<file path="config.mk">
export PLATFORM = sky130hd
export DESIGN_NAME = link_tx_gearbox
export DESIGN_NICKNAME = d
export VERILOG_FILES = /design/src/rtl/gbx_pkg.sv /design/src/rtl/gbx_frame_assembler.sv /design/src/rtl/gbx_frame_hold.sv /design/src/rtl/gbx_word_sequencer.sv /design/src/rtl/gbx_word_slicer.sv /design/src/rtl/link_tx_gearbox.sv
export SDC_FILE = /design/constraint.sdc
export NUM_CORES = 1
export LEC_CHECK = 0
export BUFFER_PORTS_ARGS = -buffer_cell sky130_fd_sc_hd__buf_2
export CORE_MARGIN = 8
export CORE_UTILIZATION = 47
export CTS_CLUSTER_SIZE = 24
export DETAILED_ROUTE_END_ITERATION = 6
export PLACE_DENSITY = 0.8
export SLEW_MARGIN = 25
export SYNTH_ARGS = -nofsm -noshare
export SYNTH_HDL_FRONTEND = slang
export SYNTH_SLANG_ARGS = --single-unit
</file>
<file path="constraint.sdc">
create_clock -name clk -period 1.61 [get_ports clk]
set_input_delay 0.322 -clock clk [delete_from_list [all_inputs] [get_ports clk]]
set_output_delay 0.322 -clock clk [all_outputs]
set_load 0.05 [all_outputs]
</file>
<file path="src/rtl/gbx_pkg.sv">
package gbx_pkg;

    localparam int FRAME_W = 120;
    localparam int HDR_W   = 4;
    localparam int ICTL_W  = 2;
    localparam int DATA_W  = 80;
    localparam int ECTL_W  = 2;
    localparam int TAIL_W  = 32;

    // Field order from the most significant end is the wire order.
    typedef struct packed {
        logic [HDR_W-1:0]  hdr;
        logic [ICTL_W-1:0] ictl;
        logic [DATA_W-1:0] data;
        logic [ECTL_W-1:0] ectl;
        logic [TAIL_W-1:0] tail;
    } gbx_frame_t;

endpackage

</file>
<file path="src/rtl/gbx_frame_assembler.sv">
module gbx_frame_assembler
    import gbx_pkg::*;
#(
    parameter bit         WIDE_BUS = 1'b0,
    parameter logic [3:0] HDR_DATA = 4'h5,
    parameter logic [3:0] HDR_IDLE = 4'h6
) (
    input  logic              hdr_valid,
    input  logic [ICTL_W-1:0] ictl,
    input  logic [DATA_W-1:0] data,
    input  logic [ECTL_W-1:0] ectl,
    input  logic [TAIL_W-1:0] fec,
    input  logic [TAIL_W-1:0] extra,
    output gbx_frame_t        frame
);

    always_comb begin
        frame.hdr  = hdr_valid ? HDR_DATA : HDR_IDLE;
        frame.ictl = ictl;
        frame.data = data;
        frame.ectl = ectl;
        // Wide payload mode reuses the check slot for user bits.
        frame.tail = WIDE_BUS ? extra : fec;
    end

endmodule

</file>
<file path="src/rtl/gbx_frame_hold.sv">
module gbx_frame_hold
    import gbx_pkg::*;
(
    input  logic       clk,
    input  logic       rst,
    input  logic       load,
    input  gbx_frame_t frame_in,
    output gbx_frame_t frame_out
);

    typedef struct packed {
        gbx_frame_t frm;
    } hold_t;

    hold_t hold_d, hold_q;

    always_comb begin
        hold_d = hold_q;
        if (load) begin
            hold_d.frm = frame_in;
        end
    end

    always_ff @(posedge clk) begin
        if (rst) begin
            hold_q <= '0;
        end else begin
            hold_q <= hold_d;
        end
    end

    assign frame_out = hold_q.frm;

endmodule

</file>
<file path="src/rtl/gbx_word_sequencer.sv">
module gbx_word_sequencer #(
    parameter int N_WORDS = 6,
    localparam int CNT_W  = (N_WORDS > 1) ? $clog2(N_WORDS) : 1
) (
    input  logic             clk,
    input  logic             rst,
    input  logic             start,
    output logic [CNT_W-1:0] nxt_idx,
    output logic             nxt_vld
);

    localparam logic [CNT_W-1:0] LAST = CNT_W'(N_WORDS - 1);

    typedef struct packed {
        logic [CNT_W-1:0] cnt;
        logic             act;
    } seq_t;

    seq_t seq_d, seq_q;

    always_comb begin
        seq_d   = seq_q;
        nxt_vld = seq_q.act && (seq_q.cnt != LAST);
        nxt_idx = seq_q.cnt + 1'b1;
        if (start) begin
            seq_d.cnt = '0;
            seq_d.act = 1'b1;
        end else if (nxt_vld) begin
            seq_d.cnt = nxt_idx;
        end else begin
            seq_d.act = 1'b0;
        end
    end

    always_ff @(posedge clk) begin
        if (rst) begin
            seq_q <= '0;
        end else begin
            seq_q <= seq_d;
        end
    end

endmodule

</file>
<file path="src/rtl/gbx_word_slicer.sv">
module gbx_word_slicer
    import gbx_pkg::*;
#(
    parameter int WORD_W   = 20,
    localparam int N_WORDS = FRAME_W / WORD_W,
    localparam int CNT_W   = (N_WORDS > 1) ? $clog2(N_WORDS) : 1
) (
    input  gbx_frame_t        frame,
    input  logic [CNT_W-1:0]  idx,
    output logic [WORD_W-1:0] word
);

    logic [FRAME_W-1:0]             flat;
    logic [N_WORDS-1:0][WORD_W-1:0] words;

    assign flat = frame;

    for (genvar k = 0; k < N_WORDS; k++) begin : g_slice
        assign words[k] = flat[FRAME_W-1-k*WORD_W -: WORD_W];
    end

    always_comb begin
        word = '0;
        if (32'(idx) < N_WORDS) begin
            word = words[idx];
        end
    end

endmodule

</file>
<file path="src/rtl/link_tx_gearbox.sv">
module link_tx_gearbox
    import gbx_pkg::*;
#(
    parameter int         WORD_W   = 20,
    parameter bit         WIDE_BUS = 1'b0,
    parameter logic [3:0] HDR_DATA = 4'h5,
    parameter logic [3:0] HDR_IDLE = 4'h6
) (
    input  logic              clk,
    input  logic              rst,
    input  logic              frame_stb,
    input  logic              hdr_valid,
    input  logic [1:0]        ictl_i,
    input  logic [79:0]       data_i,
    input  logic [1:0]        ectl_i,
    input  logic [31:0]       fec_i,
    input  logic [31:0]       extra_i,
    output logic [WORD_W-1:0] word_o,
    output logic              word_vld_o,
    output logic              frame_vld_o
);

    localparam int N_WORDS = FRAME_W / WORD_W;
    localparam int CNT_W   = (N_WORDS > 1) ? $clog2(N_WORDS) : 1;

    typedef struct packed {
        logic [WORD_W-1:0] word;
        logic              wvld;
        logic              fvld;
    } out_t;

    gbx_frame_t        asm_frame;
    gbx_frame_t        hold_frame;
    logic [CNT_W-1:0]  nxt_idx;
    logic              nxt_vld;
    logic [WORD_W-1:0] first_word;
    logic [WORD_W-1:0] next_word;
    out_t              out_d, out_q;

    gbx_frame_assembler #(
        .WIDE_BUS (WIDE_BUS),
        .HDR_DATA (HDR_DATA),
        .HDR_IDLE (HDR_IDLE)
    ) u_asm (
        .hdr_valid (hdr_valid),
        .ictl      (ictl_i),
        .data      (data_i),
        .ectl      (ectl_i),
        .fec       (fec_i),
        .extra     (extra_i),
        .frame     (asm_frame)
    );

    gbx_frame_hold u_hold (
        .clk       (clk),
        .rst       (rst),
        .load      (frame_stb),
        .frame_in  (asm_frame),
        .frame_out (hold_frame)
    );

    gbx_word_sequencer #(
        .N_WORDS (N_WORDS)
    ) u_seq (
        .clk     (clk),
        .rst     (rst),
        .start   (frame_stb),
        .nxt_idx (nxt_idx),
        .nxt_vld (nxt_vld)
    );

    // Word 0 bypasses the hold register so it leaves on the strobe edge.
    gbx_word_slicer #(
        .WORD_W (WORD_W)
    ) u_slice_first (
        .frame (asm_frame),
        .idx   ('0),
        .word  (first_word)
    );

    gbx_word_slicer #(
        .WORD_W (WORD_W)
    ) u_slice_next (
        .frame (hold_frame),
        .idx   (nxt_idx),
        .word  (next_word)
    );

    always_comb begin
        out_d = '0;
        if (frame_stb) begin
            out_d.word = first_word;
            out_d.wvld = 1'b1;
            out_d.fvld = 1'b1;
        end else if (nxt_vld) begin
            out_d.word = next_word;
            out_d.wvld = 1'b1;
        end
    end

    always_ff @(posedge clk) begin
        if (rst) begin
            out_q <= '0;
        end else begin
            out_q <= out_d;
        end
    end

    assign word_o      = out_q.word;
    assign word_vld_o  = out_q.wvld;
    assign frame_vld_o = out_q.fvld;

endmodule

</file>
* After elaboration in Yosys (flattened, before gate mapping)
Index checks and enable logic that the tools add are counted.
Cells by class: $add $sub $neg 1, multipliers 0, bitwise logic cells 0, muxes and demuxes 9, equality and inequality tests 2, reduce and logical (&&, ||, !) cells 2, $lt $le $gt $ge 2, divide/modulo/power cells 0, shift-type cells 0
Operators with widths (count):
- binary-select mux 20 bit (select 3 bit) | 1
- 2-to-1 mux 21 bit | 2
- 2-to-1 mux 20 bit | 2
- < comparator 3 x 4 -> 1 bit, second input constant | 1
- adder 3 x 1 -> 3 bit, second input constant | 1
- < comparator 3 bit, second input constant | 1
- 2-to-1 mux 1 bit | 3
- inequality test 3 bit, second input constant | 1
- 2-to-1 mux 2 bit | 1
- inequality test 2 bit, second input constant | 1
- OR reduction 2 bit | 1
- logical AND 1 bit | 1
Storage, ports and cells: flip-flop bits (word level) 146, output and inout bits 22, input bits 152, bits in latches 0, ROM bits 0, memories kept 0, logic and storage cells 26, bits in writable memories 0

* Longest topological paths before layout
depth after elaboration 6, gate-level depth with buffers 8, depth with buffers taken out 6

* By module
From an unflattened synthesis, not the netlist that was laid out.
Second synthesis, totals: cells, all modules 859, area total of the unflattened synthesis 8385.5 um^2
By module, submodules not included:
- gbx_frame_hold | sequential area each 2402.3 um^2, area each 4346.7 um^2, times used 1, cells each 387
- gbx_word_slicer | sequential area each 0.0 um^2, area each 1039.7 um^2, times used 2, cells each 118
- gbx_frame_assembler | sequential area each 0.0 um^2, area each 904.6 um^2, times used 1, cells each 122
- link_tx_gearbox | sequential area each 440.4 um^2, area each 818.3 um^2, times used 1, cells each 93
- gbx_word_sequencer | sequential area each 80.1 um^2, area each 236.5 um^2, times used 1, cells each 21

* Worst setup path after synthesis
No wires, ideal clock.
path kind register -> register, start reg u_seq.seq_q[2] in the netlist's numbering, end reg out_q, in the netlist word_o[10], buffers on the path 2, setup slack -48 ps, stages on the path, launching flop included 8, setup time 137 ps, arrival 1521 ps, clock period less this slack 1658 ps, required time 1473 ps, path through dfxtp_1 > inv_1 > ha_1 > buf_2 > buf_2 > mux4_2 > a21oi_1 > o22ai_1
Between the ends: word-level cells in the longest chain between the ends 6, elaborated cells on any way between the ends 9, classes of those cells 1 x add/sub; 1 x order compare; 1 x eq/ne; 5 x mux; 1 x reduce/logical
RTL lines:
- start, declared | RTL line gbx_word_sequencer.sv:19 | seq_t seq_d, seq_q;
- start signal, assigned | RTL line gbx_word_sequencer.sv:39 | seq_q <= seq_d;
- adder 3 x 1 -> 3 bit | RTL line gbx_word_sequencer.sv:24 | nxt_idx = seq_q.cnt + 1'b1;
- binary-select mux 20 bit (select 3 bit) | RTL line gbx_word_slicer.sv:25 | word = words[idx];
- 2-to-1 mux 20 bit (not written as such) | RTL line gbx_word_slicer.sv:25
- 2-to-1 mux 20 bit | RTL line gbx_word_slicer.sv:24 | if (32'(idx) < N_WORDS) begin
- 2-to-1 mux 21 bit (*) | RTL line link_tx_gearbox.sv:95 | end else if (nxt_vld) begin
- 2-to-1 mux 21 bit (*) | RTL line link_tx_gearbox.sv:91 | if (frame_stb) begin
- end signal, assigned | RTL line link_tx_gearbox.sv:105 | out_q <= out_d;
- end, declared | RTL line link_tx_gearbox.sv:38 | out_t out_d, out_q;
Every way passes the cells marked *; elsewhere a longest branch is shown, timed or not. The select of a mux whose other input is x is not followed. A chain may end at the register's enable or synchronous reset.

* Worst setup path after layout
start reg u_seq.seq_q[2] in the netlist's numbering, end reg out_q, in the netlist word_o[14]
Same word-level chain as after synthesis.

==> flow_summary.json <==
{
  "status": "complete, but fails checks",
  "violations": "negative setup slack",
  "vdd_drop_max_v": 0.000733,
  "first_global_vias": 5052,
  "start_util_pct": 47.7,
  "finish.utilization_pct": 62.8,
  "grt_use_total_pct": 19.2,
  "grt_first_pass_wirelength_mm": 24.5,
  "path_cells": "buf_6, ha_4, xnor2_4, buf_12, clkbuf_16, nor3_1, a21oi_1, o22ai_1",
  "fin_crit_sh_pct": 100,
  "drtPass1Iterations": 5,
  "tns_ns": -0.000457,
  "synth_xor_area_share_pct": 0.421,
  "post-synth-top-count-cell": "dfxtp_1",
  "yosys.area_share.simple_pct": 12.5,
  "finClkSkew_ns": 0.00509,
  "netlist_instances": 576,
  "ctsHoldBuffers": 0,
  "pre_cts_ws_ns": -0.107,
  "wl_per_cell_um": 17.2,
  "vias_per_cell": 5.19,
  "die_w_um": 128,
  "p_total_w": 0.00910,
  "ioPinCount": 174,
  "slowest_delay_ns": 0.33,
  "yosys.area_share.adder_pct": 0.421,
  "die_area_sq_mm": 0.0165,
  "rows": 41,
  "ys_seq_area_share_pct": 48.8,
  "syn_to_final_growth_pct": 31.7,
  "yosys_warnings": 0,
  "place_congestion": 0.821,
  "synth_common_cells": "dfxtp_1 (145), mux2i_1 (118), nor2_1 (107)",
  "synth_edf_count": 0,
  "synth_area_leaders": "dfxtp_1 (49%), mux2i_1 (20%), mux4_2 (7.2%)",
  "synth-seq-cells": 145,
  "overflow": 0,
  "power_density_mw_per_mm2": 1160,
  "arrival_ns": 1.91,
  "syn_avg_cell_area_sq_um": 10.3,
  "critPathLaunchType": "flip-flop",
  "synth_top_area_cell": "dfxtp_1",
  "cts_buffer_depth": 2,
  "rsz0062_at_grt": "true",
  "required_ns": 1.91,
  "vias": 4706,
  "cp-end-kind": "flip-flop",
  "antenna_found_initial": 2,
  "path_clk_slew_ns": 0.06,
  "numCtsBuffers": 17,
  "cts.htree.levels": 4,
  "finalHoldViolCount": 0,
  "num-fill-cells": 1040,
  "drt-initial-drc-count": 243,
  "tightest_slew_ns": 0.439,
  "period_needed_ns": 1.61,
  "yosys.cell_types.count": 30,
  "max_slew_margin_pct": 70.7,
  "dp.cells": 867,
  "core-area_sq_mm": 0.0125,
  "cts_tree": "done",
  "synth_top_family_by_area": "multiplexers",
  "clock_tree.root_cell": "clkbuf_16",
  "ant_nets": 0,
  "drv_cap": 0,
  "setup-violations-final": 1,
  "clock_latency_ns": 0.42,
  "async_reset_ff_share_pct": 0,
  "synth-compound-area-share_pct": 6.15,
  "layout-drive-gt1-share_pct": 34.2,
  "layout.cells.non_filler": 906,
  "crit_slowest_cell": "dfxtp_2",
  "synth-main-ff-cell": "dfxtp_1",
  "synth_nets": 730,
  "wirelength_mm": 15.6,
  "syn_area_sq_mm": 0.00594,
  "p_leak_nw": 3.47,
  "rrSetupSlack_ns": -0.0005,
  "setup_ws_ns": -0.000457,
  "crit_type": "flip-flop to flip-flop",
  "clkSinkCount": 145,
  "yosys.area.top_type_share_pct": 48.8,
  "grt_max_degree": 92,
  "nets": 873,
  "final_max_slew_viol_count": 0,
  "crit_fanout": 5,
  "route.detailed.drc": 0,
  "worstHoldPathType": "primary input to flip-flop",
  "dpl.hpwl_mm": 10.9,
  "numPortBuffers": 141,
  "die_height_um": 128,
  "muxShareOfSynthArea_pct": 27.6,
  "max_freq_mhz": 621
}
==> per-stage QoR <==
stage / instance area, sq um / hold WS (ns)
floorplan: 5950 / 0.430
global placement: 6920 / 0.442
detailed placement: 6920 / 0.459
CTS: 7650 / 0.113
global route: 7820 / 0.132
finish: 7830 / 0.134
==> where the power goes <==
group / switching (W) / internal, W
Clock: 0.00152 / 0.00262
Sequential: 0.000107 / 0.00380
Combinational: 0.000561 / 0.000495
==> worst max-delay path: cells and delay by family (launching register included) <==
family / cells / cell delay (ns)
buffers and inverters: 3 / 0.42
flip-flops: 1 / 0.33
XOR/XNOR: 1 / 0.30
AO/OA/AOI/OAI: 2 / 0.22
adder cells (fa/ha/maj): 1 / 0.17
AND/OR/NAND/NOR: 1 / 0.04
==> repair_timing <==
| item | in CTS | in global routing |
|---|---|---|
| setup buffers | 2 | 2 |
| pin swaps | 1 | 8 |
| cloned | 1 | 2 |
| endpoints found under the setup margin | 17 | 20 |
| gates resized for setup | 10 | 30 |
==> worst paths after layout <==
check                                      startpoint               endpoint  cells past startpoint
worst max-delay path                   u_seq.seq_q[2]             word_o[14]                      8
worst min-delay path                       data_i[56]   u_hold.frame_out[90]                      3
worst max register to register         u_seq.seq_q[2]             word_o[14]                      8
worst min register to register  u_hold.frame_out[118]  u_hold.frame_out[118]                      2
==> final cells by class <==
class	count	area [sq um]	area share, %
inverters	3	13.8	0.176
clock inverters	14	189	2.41
multi-input cells	381	2940	37.6
flip-flops and latches	145	2910	37.1
well taps	172	215	2.75
repair buffers	171	1120	14.3
diodes	2	5.00	0.0639
clock buffers	18	439	5.61
==> state kept, by name, summed over array words and instances, names as in the netlist <==
signal,count
frame_vld_o,1
u_hold.frame_out,119
u_seq.seq_q,4
word_o,20
word_vld_o,1
==> placed cells by master (no fill, tap or decap), types with 2 or more instances in the layout <==
| cell type | Yosys | routed |
|---|---|---|
| buf_4 | 2 | 15 |
| a21oi_2 | 0 | 11 |
| nor3_1 | 18 | 10 |
| bufinv_16 | 0 | 4 |
| mux2_1 | 2 | 2 |
| nor3_2 | 0 | 6 |
| clkinvlp_4 | 0 | 6 |
| nand4_1 | 3 | 3 |
| nand2_1 | 20 | 20 |
| o22ai_1 | 16 | 15 |
| mux4_2 | 19 | 19 |
| clkbuf_16 | 0 | 19 |
| nor2b_1 | 3 | 3 |
| clkinv_2 | 0 | 3 |
| a21oi_1 | 39 | 28 |
| inv_1 | 2 | 2 |
| nor2_1 | 107 | 107 |
| nor3_4 | 0 | 2 |
| dfxtp_1 | 145 | 143 |
| diode_2 | 0 | 2 |
| ha_4 | 0 | 2 |
| a31oi_1 | 3 | 3 |
| buf_12 | 0 | 8 |
| buf_6 | 3 | 5 |
| mux2i_1 | 118 | 118 |
| nand2b_1 | 22 | 22 |
| buf_2 | 19 | 139 |
==> layer usage <==
metal / global-route usage (%) / vias to the layer above / part of all wire (%)
li1: - / 2297 / -
met1: 20.1 / 2237 / 39
met2: 34.6 / 151 / 53
met3: 6.41 / 21 / 6.5
met4: 7.69 / 0 / 1.6
met5: 0 / - / 0
==> cells by family after synthesis <==
| kind of cell | after synthesis |
|---|---|
| AO/OA/AOI/OAI | 64 |
| flip-flops | 145 |
| buffers and inverters | 50 |
| AND/OR/NAND/NOR | 173 |
| multiplexers | 140 |
| XOR/XNOR | 2 |
| adder cells (fa/ha/maj) | 2 |
Note: power is estimated with default switching activity, not from simulation.
